===== src/rtl/pretrig_pkg.sv =====
`timescale 1ns/1ps
package pretrig_pkg;
  typedef enum logic [1:0] {PH_IDLE, PH_PRE, PH_POST} phase_t;

  function automatic int unsigned ring_next(input int unsigned p, input int unsigned depth);
    return (p + 1 == depth) ? 0 : p + 1;
  endfunction

  function automatic int unsigned ring_oldest(input int unsigned p, input logic wrapped);
    return wrapped ? p : 0;
  endfunction
endpackage


===== src/rtl/pts_trig_qual.sv =====
`timescale 1ns/1ps
module pts_trig_qual #(
  parameter int MIN_PW = 3
) (
  input  logic clk,
  input  logic rst_n,
  input  logic raw,
  input  logic falling,
  output logic evt
);
  localparam int CW = (MIN_PW > 1) ? $clog2(MIN_PW) : 1;

  logic          filt;
  logic [CW-1:0] run;
  logic          settle;

  // new level has been held long enough to replace the filtered level
  assign settle = (raw != filt) && (run == CW'(MIN_PW - 1));

  always_ff @(posedge clk) begin
    if (!rst_n) begin
      filt <= 1'b0;
      run  <= '0;
      evt  <= 1'b0;
    end else begin
      evt <= settle && (raw != falling);
      if (raw == filt) begin
        run <= '0;
      end else if (settle) begin
        filt <= raw;
        run  <= '0;
      end else begin
        run <= run + 1'b1;
      end
    end
  end

  p_evt_on_change_r2: assert property (@(posedge clk) disable iff (!rst_n)
    evt |-> (filt != $past(filt)));
endmodule


===== src/rtl/pts_ring_ptr.sv =====
`timescale 1ns/1ps
module pts_ring_ptr
  import pretrig_pkg::*;
#(
  parameter int DEPTH = 8192,
  parameter int AW    = $clog2(DEPTH)
) (
  input  logic          clk,
  input  logic          rst_n,
  input  logic          clear,
  input  logic          adv,
  output logic [AW-1:0] ptr,
  output logic          full,
  output logic [AW-1:0] oldest
);
  always_ff @(posedge clk) begin
    if (!rst_n || clear) begin
      ptr  <= '0;
      full <= 1'b0;
    end else if (adv) begin
      ptr <= AW'(ring_next(32'(ptr), DEPTH));
      if (ptr == AW'(DEPTH - 1)) full <= 1'b1;
    end
  end

  assign oldest = AW'(ring_oldest(32'(ptr), full));

  p_wrap_sets_full_r5: assert property (@(posedge clk) disable iff (!rst_n)
    (adv && !clear && ptr == AW'(DEPTH - 1)) |=> (ptr == '0 && full));
endmodule


===== src/rtl/pts_post_cnt.sv =====
`timescale 1ns/1ps
module pts_post_cnt #(
  parameter int W = 16
) (
  input  logic         clk,
  input  logic         rst_n,
  input  logic         load,
  input  logic [W-1:0] load_val,
  input  logic         dec,
  output logic         last
);
  logic [W-1:0] cnt;

  always_ff @(posedge clk) begin
    if (!rst_n) cnt <= '0;
    else if (load) cnt <= load_val;
    else if (dec) cnt <= cnt - 1'b1;
  end

  assign last = (cnt == W'(1));

  p_no_underflow_r7: assert property (@(posedge clk) disable iff (!rst_n)
    (dec && !load) |-> (cnt != '0));
endmodule


===== src/rtl/pretrig_seq.sv =====
`timescale 1ns/1ps
module pretrig_seq
  import pretrig_pkg::*;
#(
  parameter int NUM_CH = 4,
  parameter int DEPTH  = 8192,
  parameter int DATA_W = 16,
  parameter int POST_W = 16,
  parameter int MIN_PW = 2,
  parameter int SOS_W  = 3,
  localparam int AW    = $clog2(DEPTH),
  localparam int CHW   = (NUM_CH > 1) ? $clog2(NUM_CH) : 1,
  localparam int SW    = $clog2(SOS_W + 1)
) (
  input  logic              clk,
  input  logic              rst_n,
  input  logic              start_trig,
  input  logic              stop_trig,
  input  logic              start_falling,
  input  logic              stop_falling,
  input  logic [POST_W-1:0] post_scans,
  input  logic              pacer_gate,
  input  logic              scan_tick,
  input  logic              conv_tick,
  input  logic [DATA_W-1:0] sample_in,
  output logic              sample_we,
  output logic [AW-1:0]     sample_addr,
  output logic [DATA_W-1:0] sample_data,
  output logic              sos_strobe,
  output logic              acq_active,
  output logic              stop_irq,
  output logic              ring_full,
  output logic [AW-1:0]     oldest_idx
);
  phase_t         phase;
  logic           in_scan;
  logic [CHW-1:0] conv_idx;
  logic [SW-1:0]  sos_cnt;
  logic [AW-1:0]  wr_ptr;
  logic           cnt_last;

  // named internal events
  logic [1:0] trig_raw, trig_fall, trig_evt;
  logic start_evt, stop_evt, start_take, stop_take;
  logic scan_begin, conv_fire, scan_done, post_dec, run_end;

  assign trig_raw  = {stop_trig, start_trig};
  assign trig_fall = {stop_falling, start_falling};

  for (genvar g = 0; g < 2; g++) begin : g_qual
    pts_trig_qual #(.MIN_PW(MIN_PW)) u_qual (
      .clk(clk), .rst_n(rst_n), .raw(trig_raw[g]),
      .falling(trig_fall[g]), .evt(trig_evt[g])
    );
  end

  assign start_evt  = trig_evt[0];
  assign stop_evt   = trig_evt[1];
  assign acq_active = (phase != PH_IDLE);
  assign start_take = start_evt && (phase == PH_IDLE);
  assign stop_take  = stop_evt && (phase == PH_PRE);
  assign scan_begin = acq_active && scan_tick && pacer_gate && !in_scan;
  assign conv_fire  = in_scan && conv_tick;
  assign scan_done  = conv_fire && (conv_idx == CHW'(NUM_CH - 1));
  assign post_dec   = (phase == PH_POST) && scan_done;
  assign run_end    = (stop_take && post_scans == '0) || (post_dec && cnt_last);

  pts_ring_ptr #(.DEPTH(DEPTH), .AW(AW)) u_ring (
    .clk(clk), .rst_n(rst_n), .clear(start_take), .adv(conv_fire),
    .ptr(wr_ptr), .full(ring_full), .oldest(oldest_idx)
  );

  pts_post_cnt #(.W(POST_W)) u_post (
    .clk(clk), .rst_n(rst_n), .load(stop_take), .load_val(post_scans),
    .dec(post_dec), .last(cnt_last)
  );

  // phase sequencing
  always_ff @(posedge clk) begin
    if (!rst_n) begin
      phase    <= PH_IDLE;
      stop_irq <= 1'b0;
    end else begin
      stop_irq <= stop_take;
      if (run_end)         phase <= PH_IDLE;
      else if (stop_take)  phase <= PH_POST;
      else if (start_take) phase <= PH_PRE;
    end
  end

  // scan and conversion tracking
  always_ff @(posedge clk) begin
    if (!rst_n) begin
      in_scan     <= 1'b0;
      conv_idx    <= '0;
      sos_cnt     <= '0;
      sample_we   <= 1'b0;
      sample_addr <= '0;
      sample_data <= '0;
    end else begin
      sample_we <= conv_fire;
      if (conv_fire) begin
        sample_addr <= wr_ptr;
        sample_data <= sample_in;
      end
      if (scan_begin)          sos_cnt <= SW'(SOS_W);
      else if (sos_cnt != '0)  sos_cnt <= sos_cnt - 1'b1;
      if (run_end || scan_done) begin
        in_scan  <= 1'b0;
        conv_idx <= '0;
      end else if (scan_begin) begin
        in_scan  <= 1'b1;
        conv_idx <= '0;
      end else if (conv_fire) begin
        conv_idx <= conv_idx + 1'b1;
      end
    end
  end

  assign sos_strobe = (sos_cnt != '0);

  p_active_needs_start_r1: assert property (@(posedge clk) disable iff (!rst_n)
    $rose(acq_active) |-> $past(start_evt));
  p_sos_on_begin_r3: assert property (@(posedge clk) disable iff (!rst_n)
    scan_begin |=> sos_strobe);
  p_write_only_active_r4: assert property (@(posedge clk) disable iff (!rst_n)
    sample_we |-> $past(acq_active));
  p_irq_single_r6: assert property (@(posedge clk) disable iff (!rst_n)
    stop_irq |=> !stop_irq);
  p_halt_after_last_r7: assert property (@(posedge clk) disable iff (!rst_n)
    (post_dec && cnt_last) |=> !acq_active);
  p_gate_blocks_r8: assert property (@(posedge clk) disable iff (!rst_n)
    (!pacer_gate && !in_scan) |=> !in_scan);
endmodule


===== config.mk =====
export PLATFORM = sky130hd
export DESIGN_NAME = pretrig_seq
export DESIGN_NICKNAME = d
export VERILOG_FILES = /design/src/rtl/pretrig_pkg.sv /design/src/rtl/pts_trig_qual.sv /design/src/rtl/pts_ring_ptr.sv /design/src/rtl/pts_post_cnt.sv /design/src/rtl/pretrig_seq.sv
export SDC_FILE = /design/constraint.sdc
export NUM_CORES = 1
export LEC_CHECK = 0
export CORE_MARGIN = 10
export CORE_UTILIZATION = 40
export DETAILED_ROUTE_END_ITERATION = 6
export PLACE_DENSITY = 0.67
export REMOVE_ABC_BUFFERS = 1
export SLEW_MARGIN = 20
export SYNTH_ARGS = -nofsm -noshare
export SYNTH_HDL_FRONTEND = slang
export SYNTH_HIERARCHICAL = 1
export SYNTH_SLANG_ARGS = --single-unit
export TNS_END_PERCENT = 5

===== constraint.sdc =====
create_clock -name clk -period 3.3 [get_ports clk]
set_input_delay 0.66 -clock clk [delete_from_list [all_inputs] [get_ports clk]]
set_output_delay 0.66 -clock clk [all_outputs]
set_load 0.005 [all_outputs]

# Word level (Yosys, flattened, before mapping)
# Cells that the tools add are included.
[word_totals]
output_inout_bits = 47
reg_bits = 74
elab_cells = 82
input_bits = 41
[classes]
mux = 8
add_sub_neg = 6
bitwise_logic = 3
reduce_logical = 35
n_eq_ne = 12
[op_table]
columns = ["cell", "n"]
rows = [
  ["16-bit two-way mux", 2],
  ["13-bit two-way mux", 2],
  ["16-bit by 1-bit == test with 1-bit output (second input constant)", 1],
  ["16-bit logical NOT", 1],
  ["16-bit by 1-bit subtractor with 16-bit output (second input constant)", 1],
  ["13-bit by 1-bit adder with 14-bit output (second input constant)", 1],
  ["14-bit == test (second input constant)", 1],
  ["1-bit logical AND", 14],
  ["13-bit == test (second input constant)", 1],
  ["3-bit OR reduction", 4],
  ["2-bit nonzero test", 5],
  ["2-bit two-way mux", 4],
  ["2-bit AND reduction", 3],
  ["2-bit == test (second input constant)", 2],
  ["1-bit inequality test", 4],
  ["2-bit OR reduction", 2],
  ["1-bit logical OR", 3],
  ["1-bit inverter", 3],
  ["1-bit adder (second input constant)", 2],
  ["2-bit by 1-bit adder with 2-bit output (second input constant)", 1],
  ["1-bit == test", 2],
  ["2-bit by 1-bit == test with 1-bit output (second input constant)", 1],
  ["1-bit logical NOT", 2],
  ["2-bit logical NOT", 1],
  ["2-bit by 1-bit subtractor with 2-bit output (second input constant)", 1],
]

# Depth between registers and ports, before layout
[depth]
word_depth = 7
depth_mapped = 8
ltp_nobuf = 8

# By module
# Netlist, hierarchy kept.
[by_module_without_submodules]
columns = ["mod", "seq_area_each_um2", "cells_per_inst", "area_each_um2", "n_inst"]
rows = [
  ["pretrig_seq", 760.7, 177, 1524.0, 1],
  ["pts_post_cnt", 320.3, 98, 849.6, 1],
  ["pts_ring_ptr", 280.3, 92, 802.0, 1],
  ["pts_trig_qual", 60.1, 11, 117.6, 2],
]

# Worst setup path before layout
# OpenSTA, ideal clock, no wires.
[synth_path]
path_type = "input-to-reg"
startpoint = "in conv_tick"
endpoint = "reg u_post.cnt[13]"
cell_stages = 7
setup_time_ps = 122
t_required_ps = 3178
arrival_ps = 2662
n_path_buf = 1
path_slack_ps = 516
path_cell_list = "nand3_1 > nor3b_1 > or4b_1 > clkbuf_1 > or3_1 > o21a_1 > o311a_1"
[synth_via]
elab_chain_len = 4
[synth_rtl]
columns = ["item", "line", "source"]
rows = [
  ["from (decl)", "pretrig_seq.sv:24", "input logic conv_tick,"],
  ["1-bit logical AND", "pretrig_seq.sv:63", "assign conv_fire = in_scan && conv_tick;"],
  ["1-bit logical AND", "pretrig_seq.sv:64", "assign scan_done = conv_fire && (conv_idx == CHW'(NUM_CH - 1));"],
  ["1-bit logical AND", "pretrig_seq.sv:65", "assign post_dec = (phase == PH_POST) && scan_done;"],
  ["via post_dec", "pretrig_seq.sv:45", "logic scan_begin, conv_fire, scan_done, post_dec, run_end;"],
  ["2-bit nonzero test (no source line)", "n/a", ""],
  ["to (signal assigned)", "pts_post_cnt.sv:16", "else if (load) cnt <= load_val;"],
  ["to (signal assigned)", "pts_post_cnt.sv:17", "else if (dec) cnt <= cnt - 1'b1;"],
  ["to (decl)", "pts_post_cnt.sv:12", "logic [W-1:0] cnt;"],
]
# The timed path passes the listed nets, and every way through them passes these cells.
# A chain may end at the register's enable or synchronous reset.

# Worst setup path in the final report
# Ends and elaborated chain as after synthesis.

==> metrics.cfg <==
[clock_tree]
cts_buffers = 9
clk_latency_ps = 340
cts.sinks = 74
cts_tree = yes
holdBufCountCts = 0
clk_path_buf_depth = 2
post_cts_buffers = 0
cts.htree.levels = 3
post_cts_resized = 0
clk_pin_slew_ps = 70
cts_root_buf = clkbuf_8

[sta]
hold_viol = 0
tns_ps = 0
fin_ws_ps = 643
worst_slew_pin_slew_ps = 637
fmax_mhz = 376
min_period_ps = 2660
skew_ps = 6.18
min_period_over_period = 0.805
relSlewSlack = 0.574
rsz0062_at_grt = no
slew_violations = 0
finalSetupViolations = 0

[placement]
routabilityCongestion = 0.779
place_ws_ps = 296
dp_hpwl_um = 6040
port_buffers = 87
place_area_um2 = 4340

[die]
die_height_um = 112
die_x_um = 112
core_um2 = 8260
start_util = 0.413
dieArea_um2 = 12600
pin_count = 88
rows = 33

[detailed_routing]
initialDrtViolationCount = 117
viasPerCell = 5.01
dr.pass1.iters = 4
drc = 0
drt-wirelength-per-cell_um = 14.1
postRouteAntennaNets = 0
vias = 2919
drt_wl_total_um = 8250

[logic_synthesis]
yosys_warnings = 6
yosysMostFrequentCell = nand2_1
synth_seq_cells = 74
synth-edff-count = 0
syn_area_um2 = 3410
synth.top_cells.by_count = nand2_1, dfxtp_1, a21boi_0, a21oi_1
synth_flop_cell = dfxtp_1
syn-instance-count = 389
yosysTopAreaCellShare = 0.434
avgSynthCellArea_um2 = 8.77
yosysSeqAreaShare = 0.434
synth.distinct_cells = 52
yosys-top-cells-area = dfxtp_1, nand2_1, a21boi_0
synth_async_sr_flop_share = 0
yosysTopAreaCell = dfxtp_1

[min_path]
hp-class = reg2reg
holdPathEnd = g_qual[0].u_qual/evt
hold_depth = 2
min_from = g_qual[0].u_qual/run

[run_status]
outcome = finished, final reports clean

[worst_setup_path]
cp-end-kind = flop
worstPathMaxFanout = 3
critPathLaunchType = input port
cp.required_ps = 3530
crit-reg2reg-launch = u_post/cnt[7]
critPathKind = in2reg
rr_endpoint = conv_idx[1]
cp.arrival_ps = 2890
r2r_slack_ps = 890
rr_worst_depth = 7

[finish]
drive_gt1_frac = 0.0711
fin_area_um2 = 4510
layout.nets = 519
areaGrowthSynthToFinish_pct = 32.1
multi_input_area_um2 = 1770
register_area_um2 = 1480
utilization = 0.546
fillers = 801
antennaDiodeCount = 0

[power]
total_power_mw = 1.70
vdd_ir_drop_max_uv = 314
leakagePower_nw = 1.60
power_density_nw_per_um2 = 378

[flow_run]
max-cap-violations = 0

[global_route]
grt_pass1_vias = 2801
antenna_found_initial = 0
track_usage = 0.126
grt_max_degree = 36
grt_pass1_wl_um = 13500
overflow = 0

layout by cell type, fill, tap and decap left out, drive strengths merged, types with 8 or more instances in the layout:
master	count
clkdlybuf4s50	86
nand2	78
dfxtp	74
a21boi	29
a21oi	19
and2	15
nor4	15
xnor2	14
o21ai	14
clkbuf	13
nor2	10
inv	9
nor3	9
buf	8
sequential cells by signal (all words and copies together) (netlist names), 2 cells and up:
name,flops
sample_data,16
u_post/cnt,16
conv_idx,2
g_qual.u_qual/evt,2
phase,2
g_qual.u_qual/run,2
u_ring/ptr,13
sample_addr,13
g_qual.u_qual/filt,2
sos_cnt,2
routing by layer:
metal | vias to the layer above | global-route usage | share of wire
li1 | 1520 | - | -
met3 | 9 | 0.0319 | 0.045
met5 | - | 0 | 0
met1 | 1317 | 0.158 | 0.49
met2 | 73 | 0.198 | 0.45
met4 | 0 | 0.0609 | 0.018
cell families (layout without fill, tap and decap cells):
family / after synthesis / count (layout) / share of synthesized area
compound gates: 81 / 81 / 0.164
xor+xnor: 20 / 20 / 0.0514
fa+ha+maj: 5 / 5 / 0.0183
buf+inv: 31 / 120 / 0.0455
flops: 74 / 74 / 0.434
mux: 6 / 6 / 0.0176
simple gates: 172 / 172 / 0.269
worst max path at each step:
stage                          from  slack (ps)             end
after floorplan           conv_tick         540  u_post/cnt[13]
after global placement    conv_tick         320  u_post/cnt[13]
after detailed placement  conv_tick         300  u_post/cnt[13]
after CTS                 conv_tick         660  u_post/cnt[13]
after global routing      conv_tick         490  u_post/cnt[13]
final                     conv_tick         640  u_post/cnt[13]
per-stage QoR:
stage	hold WS, ps	cells
floorplan	439	368
global route	487	583
CTS	467	583
detailed placement	457	567
finish	461	583
global placement	450	567
layout make-up:
class	count	share of cell area
Clock buffer	13	0.0330
Clock inverter	3	0.00333
Inverter	10	0.00833
Multi-Input combinational cell	284	0.394
Sequential cell	74	0.329
Tap cell	105	0.0292
Timing Repair Buffer	94	0.204
critical path: stages:
cell and delay [ps]:
clkdlybuf4s50_1 510, nand3_1 120, nor3b_1 260, or4b_1 470, or3_1 380, o21a_1 200, o311a_1 280
power by group:
group | total (mW) | switching [mW] | leakage (nW) | internal [mW]
Combinational | 0.173 | 0.0661 | 0.919 | 0.107
Sequential | 0.919 | 0.00947 | 0.597 | 0.909
Clock | 0.610 | 0.319 | 0.0872 | 0.291
Total | 1.70 | 0.395 | 1.60 | 1.31
(Power assumes the default switching activity.)
